## src/rtl/lit_pkg.sv

```systemverilog
package lit_pkg;

    localparam int DATA_W    = 32;
    localparam int MAX_SHIFT = 7;

    typedef enum logic [1:0] {
        SEL_INIT   = 2'd0,
        SEL_DIVIDE = 2'd1,
        SEL_ENTRY  = 2'd2,
        SEL_NONE   = 2'd3
    } reg_sel_e;

    // Timer vector-table entry as held in flops.
    typedef struct packed {
        logic       periodic;   // word bit 17
        logic       masked;     // word bit 16
        logic       status;     // word bit 12
        logic [7:0] vector;     // word bits 7:0
    } entry_t;

    localparam entry_t ENTRY_RESET = '{periodic: 1'b0, masked: 1'b1,
                                       status: 1'b0, vector: 8'h00};

    function automatic entry_t unpack_entry(input logic [DATA_W-1:0] w);
        entry_t e;
        e.periodic = w[17];
        e.masked   = w[16];
        e.status   = w[12];
        e.vector   = w[7:0];
        return e;
    endfunction

    function automatic logic [DATA_W-1:0] pack_entry(input entry_t e);
        return {14'd0, e.periodic, e.masked, 3'd0, e.status, 4'd0, e.vector};
    endfunction

    // Ratio exponent from the scattered 3-bit code; wraps modulo 8.
    function automatic logic [2:0] divide_shift(input logic [3:0] code);
        return {code[3], code[1:0]} + 3'd1;
    endfunction

endpackage

```

## src/rtl/lit_cfg_regs.sv

```systemverilog
module lit_cfg_regs
    import lit_pkg::*;
(
    input  logic       clk,
    input  logic       rst,
    input  logic       sw_enable,
    input  logic       wr_entry,
    input  entry_t     wr_entry_val,
    input  logic       wr_div,
    input  logic [3:0] wr_div_code,
    output entry_t     entry_q,
    output logic [2:0] shift
);

    logic [3:0] div_q;

    always_ff @(posedge clk) begin
        if (rst) begin
            entry_q <= ENTRY_RESET;
        end else if (wr_entry) begin
            entry_q        <= wr_entry_val;
            entry_q.masked <= wr_entry_val.masked | ~sw_enable;
        end else if (!sw_enable) begin
            entry_q.masked <= 1'b1;
        end
    end

    always_ff @(posedge clk) begin
        if (rst) begin
            div_q <= '0;
        end else if (wr_div) begin
            div_q <= wr_div_code;
        end
    end

    assign shift = divide_shift(div_q);

endmodule

```

## src/rtl/lit_countdown.sv

```systemverilog
module lit_countdown
    import lit_pkg::*;
#(
    parameter int CNT_W      = 32,
    parameter int MIN_PERIOD = 500000
) (
    input  logic             clk,
    input  logic             rst,
    input  logic             load,
    input  logic [CNT_W-1:0] load_val,
    input  logic             periodic,
    input  logic [2:0]       shift,
    output logic             expire,
    output logic [CNT_W-1:0] cur_count
);

    localparam int TW = CNT_W + MAX_SHIFT;
    localparam logic [TW-1:0] MIN_T = TW'(MIN_PERIOD);
    localparam logic [TW-1:0] ONE_T = TW'(1);

    logic [TW-1:0] per_q;
    logic [TW-1:0] rem_q;
    logic [TW-1:0] scaled;
    logic [TW-1:0] per_new;

    always_comb begin
        scaled  = TW'(load_val) << shift;
        per_new = scaled;
        if (load_val != '0 && periodic && scaled < MIN_T) begin
            per_new = MIN_T;
        end
    end

    assign expire = !load && (rem_q == ONE_T);

    always_ff @(posedge clk) begin
        if (rst) begin
            per_q <= '0;
            rem_q <= '0;
        end else if (load) begin
            per_q <= per_new;
            rem_q <= per_new;
        end else if (rem_q != '0) begin
            if (rem_q == ONE_T) begin
                rem_q <= periodic ? per_q : '0;
            end else begin
                rem_q <= rem_q - ONE_T;
            end
        end
    end

    // Remaining modulo period: only the full-period value wraps to zero.
    always_comb begin
        if (rem_q == '0 || rem_q == per_q) begin
            cur_count = '0;
        end else begin
            cur_count = CNT_W'(rem_q >> shift);
        end
    end

endmodule

```

## src/rtl/lit_pending.sv

```systemverilog
module lit_pending #(
    parameter int PEND_W = 8
) (
    input  logic              clk,
    input  logic              rst,
    input  logic              expire,
    input  logic              clear,
    input  logic              ack,
    input  logic              masked,
    output logic              irq_req,
    output logic [PEND_W-1:0] pend_q
);

    localparam logic [PEND_W:0] SAT = {1'b0, {PEND_W{1'b1}}};

    logic [PEND_W:0] sum;
    logic            take;

    assign irq_req = (pend_q != '0) && !masked;
    assign take    = ack && irq_req;
    assign sum     = {1'b0, pend_q} + {{PEND_W{1'b0}}, expire}
                                    - {{PEND_W{1'b0}}, take};

    always_ff @(posedge clk) begin
        if (rst || clear) begin
            pend_q <= '0;
        end else if (sum > SAT) begin
            pend_q <= SAT[PEND_W-1:0];
        end else begin
            pend_q <= sum[PEND_W-1:0];
        end
    end

endmodule

```

## src/rtl/lit_timer.sv

```systemverilog
module lit_timer
    import lit_pkg::*;
#(
    parameter int CNT_W      = 32,
    parameter int PEND_W     = 8,
    parameter int MIN_PERIOD = 500000
) (
    input  logic             clk,
    input  logic             rst,
    input  logic             sw_enable,
    input  logic             wr_en,
    input  logic [1:0]       wr_sel,
    input  logic [31:0]      wr_data,
    input  logic             irq_ack,
    output logic             irq_req,
    output logic [7:0]       irq_vector,
    output logic [31:0]      timer_entry,
    output logic [CNT_W-1:0] cur_count
);

    entry_t            entry_q;
    logic [2:0]        shift;
    logic              load_w;
    logic              expire_w;
    logic [PEND_W-1:0] pend_q;

    assign load_w = wr_en && (wr_sel == SEL_INIT);

    lit_cfg_regs u_cfg (
        .clk          (clk),
        .rst          (rst),
        .sw_enable    (sw_enable),
        .wr_entry     (wr_en && (wr_sel == SEL_ENTRY)),
        .wr_entry_val (unpack_entry(wr_data)),
        .wr_div       (wr_en && (wr_sel == SEL_DIVIDE)),
        .wr_div_code  (wr_data[3:0]),
        .entry_q      (entry_q),
        .shift        (shift)
    );

    lit_countdown #(
        .CNT_W      (CNT_W),
        .MIN_PERIOD (MIN_PERIOD)
    ) u_cnt (
        .clk       (clk),
        .rst       (rst),
        .load      (load_w),
        .load_val  (wr_data[CNT_W-1:0]),
        .periodic  (entry_q.periodic),
        .shift     (shift),
        .expire    (expire_w),
        .cur_count (cur_count)
    );

    lit_pending #(
        .PEND_W (PEND_W)
    ) u_pend (
        .clk     (clk),
        .rst     (rst),
        .expire  (expire_w),
        .clear   (load_w || !sw_enable),
        .ack     (irq_ack),
        .masked  (entry_q.masked),
        .irq_req (irq_req),
        .pend_q  (pend_q)
    );

    assign irq_vector  = entry_q.vector;
    assign timer_entry = pack_entry(entry_q);

endmodule

```

## config.mk

```make
export PLATFORM = sky130hd
export DESIGN_NAME = lit_timer
export DESIGN_NICKNAME = d
export VERILOG_FILES = /design/src/rtl/lit_pkg.sv /design/src/rtl/lit_cfg_regs.sv /design/src/rtl/lit_countdown.sv /design/src/rtl/lit_pending.sv /design/src/rtl/lit_timer.sv
export SDC_FILE = /design/constraint.sdc
export NUM_CORES = 1
export LEC_CHECK = 0
export BUFFER_PORTS_ARGS = -buffer_cell sky130_fd_sc_hd__buf_4
export CORE_MARGIN = 4
export CORE_UTILIZATION = 55
export CTS_CLUSTER_DIAMETER = 30
export DETAILED_ROUTE_END_ITERATION = 8
export PLACE_DENSITY = 0.84
export SYNTH_ARGS = -nofsm -noshare
export SYNTH_HDL_FRONTEND = slang
export SYNTH_SLANG_ARGS = --single-unit
```

## constraint.sdc

```tcl
create_clock -name clk -period 9.6 [get_ports clk]
set_input_delay 0.96 -clock clk [delete_from_list [all_inputs] [get_ports clk]]
set_output_delay 0.96 -clock clk [all_outputs]
set_load 0.005 [all_outputs]
```

=== Word level (Yosys, flattened, before mapping) ===
Cells that the tools add are included.

* Register bits: 101
* Input port bits: 39
* Logic and storage cells: 52

* Add/sub/neg operators: 4
* Order comparisons: 2
* Equal/unequal tests: 5
* Shifts and indexed selects: 2
* Muxes and demuxes: 9
* Bitwise operators: 2
* Reduce and logical (&&, ||, !) cells: 20

{| class="wikitable"
|+ Operator list
! cell !! number
|-
| $mux W39 || 5
|-
| $eq A39 B1 Y1 const B || 1
|-
| $eq A39 B39 Y1 || 1
|-
| $logic_not A39 Y1 || 1
|-
| $lt A39 B19 Y1 const B || 1
|-
| $reduce_bool A39 Y1 || 1
|-
| $shl A32 B3 Y39 || 1
|-
| $shr A39 B3 Y32 || 1
|-
| $sub A39 B1 Y39 const B || 1
|-
| $mux W32 || 1
|-
| $reduce_bool A32 Y1 || 1
|-
| $add A8 B1 Y9 || 1
|-
| $gt A9 B8 Y1 const B || 1
|-
| $sub A9 B1 Y9 || 1
|-
| $logic_and A1 B1 Y1 || 8
|-
| $mux W8 || 1
|-
| $reduce_bool A8 Y1 || 1
|-
| $add A3 B1 Y3 const B || 1
|-
| $logic_not A1 Y1 || 3
|-
| $logic_or A1 B1 Y1 || 3
|-
| $eq A2 B1 Y1 const B || 1
|-
| $eq A2 B2 Y1 const B || 1
|-
| $logic_not A2 Y1 || 1
|-
| $mux W1 || 2
|-
| other kinds (4) || 4
|}

=== Logic depth before layout (Yosys ltp) ===
* Word-level depth: 8
* Gate-level depth with buffers: 16

=== Modules after synthesis ===
From an unflattened synthesis, not the netlist that was laid out.

* Cell total of the unflattened synthesis: 1101
* Area total of the unflattened synthesis: 8790.9 µm²

{| class="wikitable"
|+ Modules (own cells, without submodules)
! module !! times used !! cells each !! area an instance (µm²) !! seq. area each (µm²)
|-
| lit_countdown || 1 || 939 || 7313.3 || 1561.5
|-
| lit_pending || 1 || 81 || 699.4 || 160.2
|-
| lit_cfg_regs || 1 || 47 || 518.0 || 280.3
|-
| lit_timer || 1 || 34 || 260.2 || 0.0
|}

=== Worst setup path before layout ===
No wires, ideal clock.

* Path type: input -> register
* From: input port wr_sel[0]
* To: register u_pend.pend_q[0]
* Setup time: 0.136 ns
* Arrival: 3.921 ns
* Setup slack: 5.543 ns
* Stages: 12
* Buffers on the path: 1
* Path through: nor3b_1 > clkbuf_1 > nor2_1 > ha_1 > fa_1 > a21oi_1 > o21bai_1 > a21oi_1 > o21bai_1 > a31o_2 > xnor2_1 > a21oi_1

* Cells in the longest elaborated chain, start to end: 8
* Elaborated cells between the ends (all ways): 10
* Classes of those cells: 2 x add/sub; 1 x order compare; 1 x mux; 6 x reduce/logical

{| class="wikitable"
|+ Ends and longest elaborated chain
! item !! line !! text
|-
| start, declared || lit_timer.sv:12 || <nowiki>input logic [1:0] wr_sel,</nowiki>
|-
| $logic_not A2 Y1 (*) || lit_timer.sv:27 || <nowiki>assign load_w = wr_en && (wr_sel == SEL_INIT);</nowiki>
|-
| $logic_and A1 B1 Y1 (*) || lit_timer.sv:27 ||
|-
| $logic_not A1 Y1 || lit_countdown.sv:34 || <nowiki>assign expire = !load && (rem_q == ONE_T);</nowiki>
|-
| $logic_and A1 B1 Y1 || lit_countdown.sv:34 ||
|-
| $add A8 B1 Y9 || lit_pending.sv:21 || <nowiki>assign sum = {1'b0, pend_q} + {{PEND_W{1'b0}}, expire}</nowiki>
|-
| $sub A9 B1 Y9 || lit_pending.sv:22 || <nowiki>- {{PEND_W{1'b0}}, take};</nowiki>
|-
| $gt A9 B8 Y1 || lit_pending.sv:27 || <nowiki>end else if (sum > SAT) begin</nowiki>
|-
| $mux W8 || lit_pending.sv:27 ||
|-
| end signal, assigned || lit_pending.sv:28 || <nowiki>pend_q <= SAT[PEND_W-1:0];</nowiki>
|-
| end signal, assigned || lit_pending.sv:30 || <nowiki>pend_q <= sum[PEND_W-1:0];</nowiki>
|-
| end, declared || lit_pending.sv:11 || <nowiki>output logic [PEND_W-1:0] pend_q</nowiki>
|}

Mark *: on every way between the ends. The rest lies on a longest branch, timed or not.
A chain may end at the register's enable or synchronous reset.

=== Final worst setup path ===
* From: register u_cfg.div_q[1]
* To: register u_cnt.rem_q[14]

* Cells in the longest elaborated chain, start to end: 6

{| class="wikitable"
|+ Ends and longest elaborated chain
! item !! line !! text
|-
| start, declared || lit_cfg_regs.sv:15 || <nowiki>logic [3:0] div_q;</nowiki>
|-
| start signal, assigned || lit_cfg_regs.sv:32 || <nowiki>div_q <= wr_div_code;</nowiki>
|-
| $add A3 B1 Y3 (*) || lit_pkg.sv:39 || <nowiki>return {code[3], code[1:0]} + 3'd1;</nowiki>
|-
| $shl A32 B3 Y39 (*) || lit_countdown.sv:27 || <nowiki>scaled = TW'(load_val) << shift;</nowiki>
|-
| $lt A39 B19 Y1 || lit_countdown.sv:29 || <nowiki>if (load_val != '0 && periodic && scaled < MIN_T) begin</nowiki>
|-
| $logic_and A1 B1 Y1 || lit_countdown.sv:29 ||
|-
| $mux W39 (*) || lit_countdown.sv:29 ||
|-
| $mux W39 (*) || lit_countdown.sv:40 || <nowiki>end else if (load) begin</nowiki>
|-
| end signal, assigned || lit_countdown.sv:42 || <nowiki>rem_q <= per_new;</nowiki>
|-
| end signal, assigned || lit_countdown.sv:45 || <nowiki>rem_q <= periodic ? per_q : '0;</nowiki>
|-
| end signal, assigned || lit_countdown.sv:47 || <nowiki>rem_q <= rem_q - ONE_T;</nowiki>
|-
| end, declared || lit_countdown.sv:22 || <nowiki>logic [TW-1:0] rem_q;</nowiki>
|}

Marks and branches as above.

==> results.json <==
{
  "core_mm2": 0.0153,
  "die_width_um": 134,
  "area_growth_pct": 9.13,
  "grt_antenna_before_repair": 0,
  "dp_hpwl_um": 17600,
  "cts_buffers": 9,
  "rsz0062_at_grt": "false",
  "viasPerCell": 6.42,
  "synth_top_area_cell": "dfxtp_1",
  "ys_types": 72,
  "ioPinCount": 112,
  "place_congestion": 0.961,
  "crit_path_max_incr_delay_ps": 960,
  "ys_warn_count": 0,
  "synth_top_area_share_pct": 23.0,
  "initial_core_util_pct": 56.7,
  "diodes": 0,
  "fmax_mhz": 205,
  "io_buffers": 90,
  "finClkSkew_ps": 10.5,
  "yosysSeqAreaShare_pct": 23.0,
  "grt_usage_pct": 26.7,
  "synthTopCellsByArea": "dfxtp_1 23%, mux4_2 12%, nand2_1 9.2%, a21oi_1 5.4%, xor2_1 5.0%",
  "slew_viol_final": 0,
  "dr.first_iter.drc_count": 911,
  "crit_arrival_ps": 5100,
  "via_count": 8449,
  "layout_min_cycle_time_ps": 4870,
  "setup_viol": 0,
  "syn_area_mm2": 0.00869,
  "start_kind": "flip-flop",
  "setup_tns_ps": 0,
  "hold_violations": 0,
  "drtAntennaViolNets": 0,
  "p_per_area_mw_per_mm2": 243,
  "post-cts-setup-buffer-count": 0,
  "cts_hold_buf": 0,
  "dieArea_mm2": 0.0179,
  "clock-root-buffer": "clkbuf_16",
  "grt_max_degree": 79,
  "nets": 1157,
  "gr-total-overflow": 0,
  "tightest_slew_ps": 1170,
  "drc": 0,
  "insertion_delay_ps": 350,
  "vdd_drop_max_mv": 0.133,
  "ys_async_sr_fraction_pct": 0,
  "die_y_um": 134,
  "synth_edf_count": 0,
  "drive_gt1_share_pct": 17.9,
  "post_drt_wl_per_cell_um": 18.7,
  "crit_top_cell": "mux2i_1",
  "timing.hold.ws_ps": 482,
  "tritoncts": "yes",
  "maxCapViolCount": 0,
  "numClockSinks": 100,
  "slowest_stage": "nand3b_1",
  "run_status": "complete, no violations",
  "synth_area_per_cell_um2": 7.87,
  "worstPathMaxFanout": 78,
  "cts.htree.levels": 3,
  "ys.flop_type": "dfxtp_1",
  "clk_pin_slew_ps": 80,
  "holdCritPathClass": "flip-flop to flip-flop",
  "ys_seq_elements": 100,
  "crit_required_ps": 9830,
  "ctsResizeCount": 0,
  "post-route-period-util_pct": 50.7,
  "fp-row-count": 45,
  "final_core_util_pct": 61.9,
  "drt_first_pass_iters": 5,
  "path_class": "flip-flop to flip-flop",
  "relSlewSlack_pct": 22.1,
  "critPathCaptureType": "flip-flop",
  "power.leakage_nw": 3.79,
  "syn_inst": 1104,
  "grt_pass1_wl_um": 39500,
  "path_cells": "ha_4 > buf_4 > mux2i_1 > mux2i_1 > or4_1 > nor3_1 > o2111ai_1 > nand3b_1 > a32o_1",
  "grt_pass1_vias": 7682,
  "cts_buffer_depth": 2,
  "wl_um": 24700
}
[sequential cells by signal, summed over array words and instances, names as in the netlist]
signal	count
u_cfg.div_q	3
u_cfg.entry_q	11
u_cnt.per_q	39
u_cnt.rem_q	39
u_pend.pend_q	8
[cells in the mapped netlist (all sizes together), types with 4 or more instances]
cell type / number
a21oi: 94
xor2: 50
dfxtp: 100
nor4: 30
nand4: 11
or3: 4
a22oi: 4
mux2: 18
a31oi: 23
and2: 4
ha: 16
mux4: 46
a21o: 8
nor2: 73
nor2b: 4
buf: 58
nand3: 9
a211oi: 5
clkbuf: 75
o211ai: 4
a32o: 19
xnor2: 30
nor3b: 8
nand3b: 5
o21bai: 5
nor3: 28
mux2i: 39
a22o: 4
o21ai: 47
or4: 10
nand2: 212
inv: 18
[final timing paths]
check	startpoint	to	slack, ps	cells past startpoint
min reg2reg	u_cnt.per_q[23]	u_cnt.per_q[23]	480	2
max	u_cfg.div_q[1]	u_cnt.rem_q[14]	4730	9
max reg2reg	u_cfg.div_q[1]	u_cnt.rem_q[14]	4730	9
min	u_cnt.per_q[23]	u_cnt.per_q[23]	480	2
[cell type report]
type / count / area (µm²)
Clock buffer: 9 / 225
Clock inverter: 7 / 98.8
Fill cell: 1353 / 5840
Inverter: 19 / 71.3
Multi-Input combinational cell: 872 / 6070
Sequential cell: 100 / 2000
Tap cell: 211 / 264
Timing Repair Buffer: 99 / 743
[layer usage]
layer	GRT usage [%]	share of wire, %	vias to the layer above
met2	41.6	45	520
met5	0	0	-
met3	4.15	10	66
met4	10.1	3.3	0
met1	37.6	42	3957
li1	-	-	3906
[stage by stage]
stage / cells / setup WS (ps) / cell area (µm²) / total power, mW
CTS: 1317 / 4810 / 9480 / 2.28
detailed placement: 1301 / 4830 / 9160 / 1.88
global placement: 1301 / 4900 / 9160 / 1.84
global route: 1317 / 4370 / 9480 / 2.45
floorplan: 1124 / 5540 / 8760 / 1.56
finish: 1317 / 4730 / 9480 / 2.30
[cell families after synthesis]
| kind of cell | Yosys count | share of synthesized area [%] |
|---|---|---|
| AOI/OAI and AO/OA | 240 | 17.4 |
| xor gates and xnor gates | 80 | 8.07 |
| adders and majority gates | 17 | 2.54 |
| buffers and inverters | 152 | 8.44 |
| DFF | 100 | 23.0 |
| muxes | 103 | 18.8 |
| other | 1 | 0.0432 |
| and+or+nand+nor | 411 | 21.7 |
[worst max-delay path, delay by kind of cell (launching register included)]
kind | cells | cell delay (ps)
and+or+nand+nor | 3 | 1640
buffers and inverters | 1 | 870
AOI/OAI and AO/OA | 2 | 870
adders and majority gates | 1 | 470
muxes | 2 | 460
DFF | 1 | 340
[cells in the final DEF, fill, tap and decap left out, types with 6 or more instances in the layout]
master and instances:
mux2i_1 39, xor2_1 49, nor3_1 28, dfxtp_1 99
nand2_1 212, nor4_1 30, clkbuf_16 9, a21oi_1 93
o21ai_0 44, ha_1 15, inv_1 17, a32o_1 19
nand3_1 9, mux4_2 46, nor2_1 73, mux2_2 18
nand4_1 11, conb_1 21, a21o_1 8, a31oi_1 23
or4_1 7, nor3b_1 6, buf_4 99, xnor2_1 29
[power by group]
part	total (mW)	internal [mW]	switching, mW
combinational	1.23	0.579	0.650
clock	0.403	0.231	0.172
sequential	0.670	0.497	0.173
(Power assumes the default switching activity.)
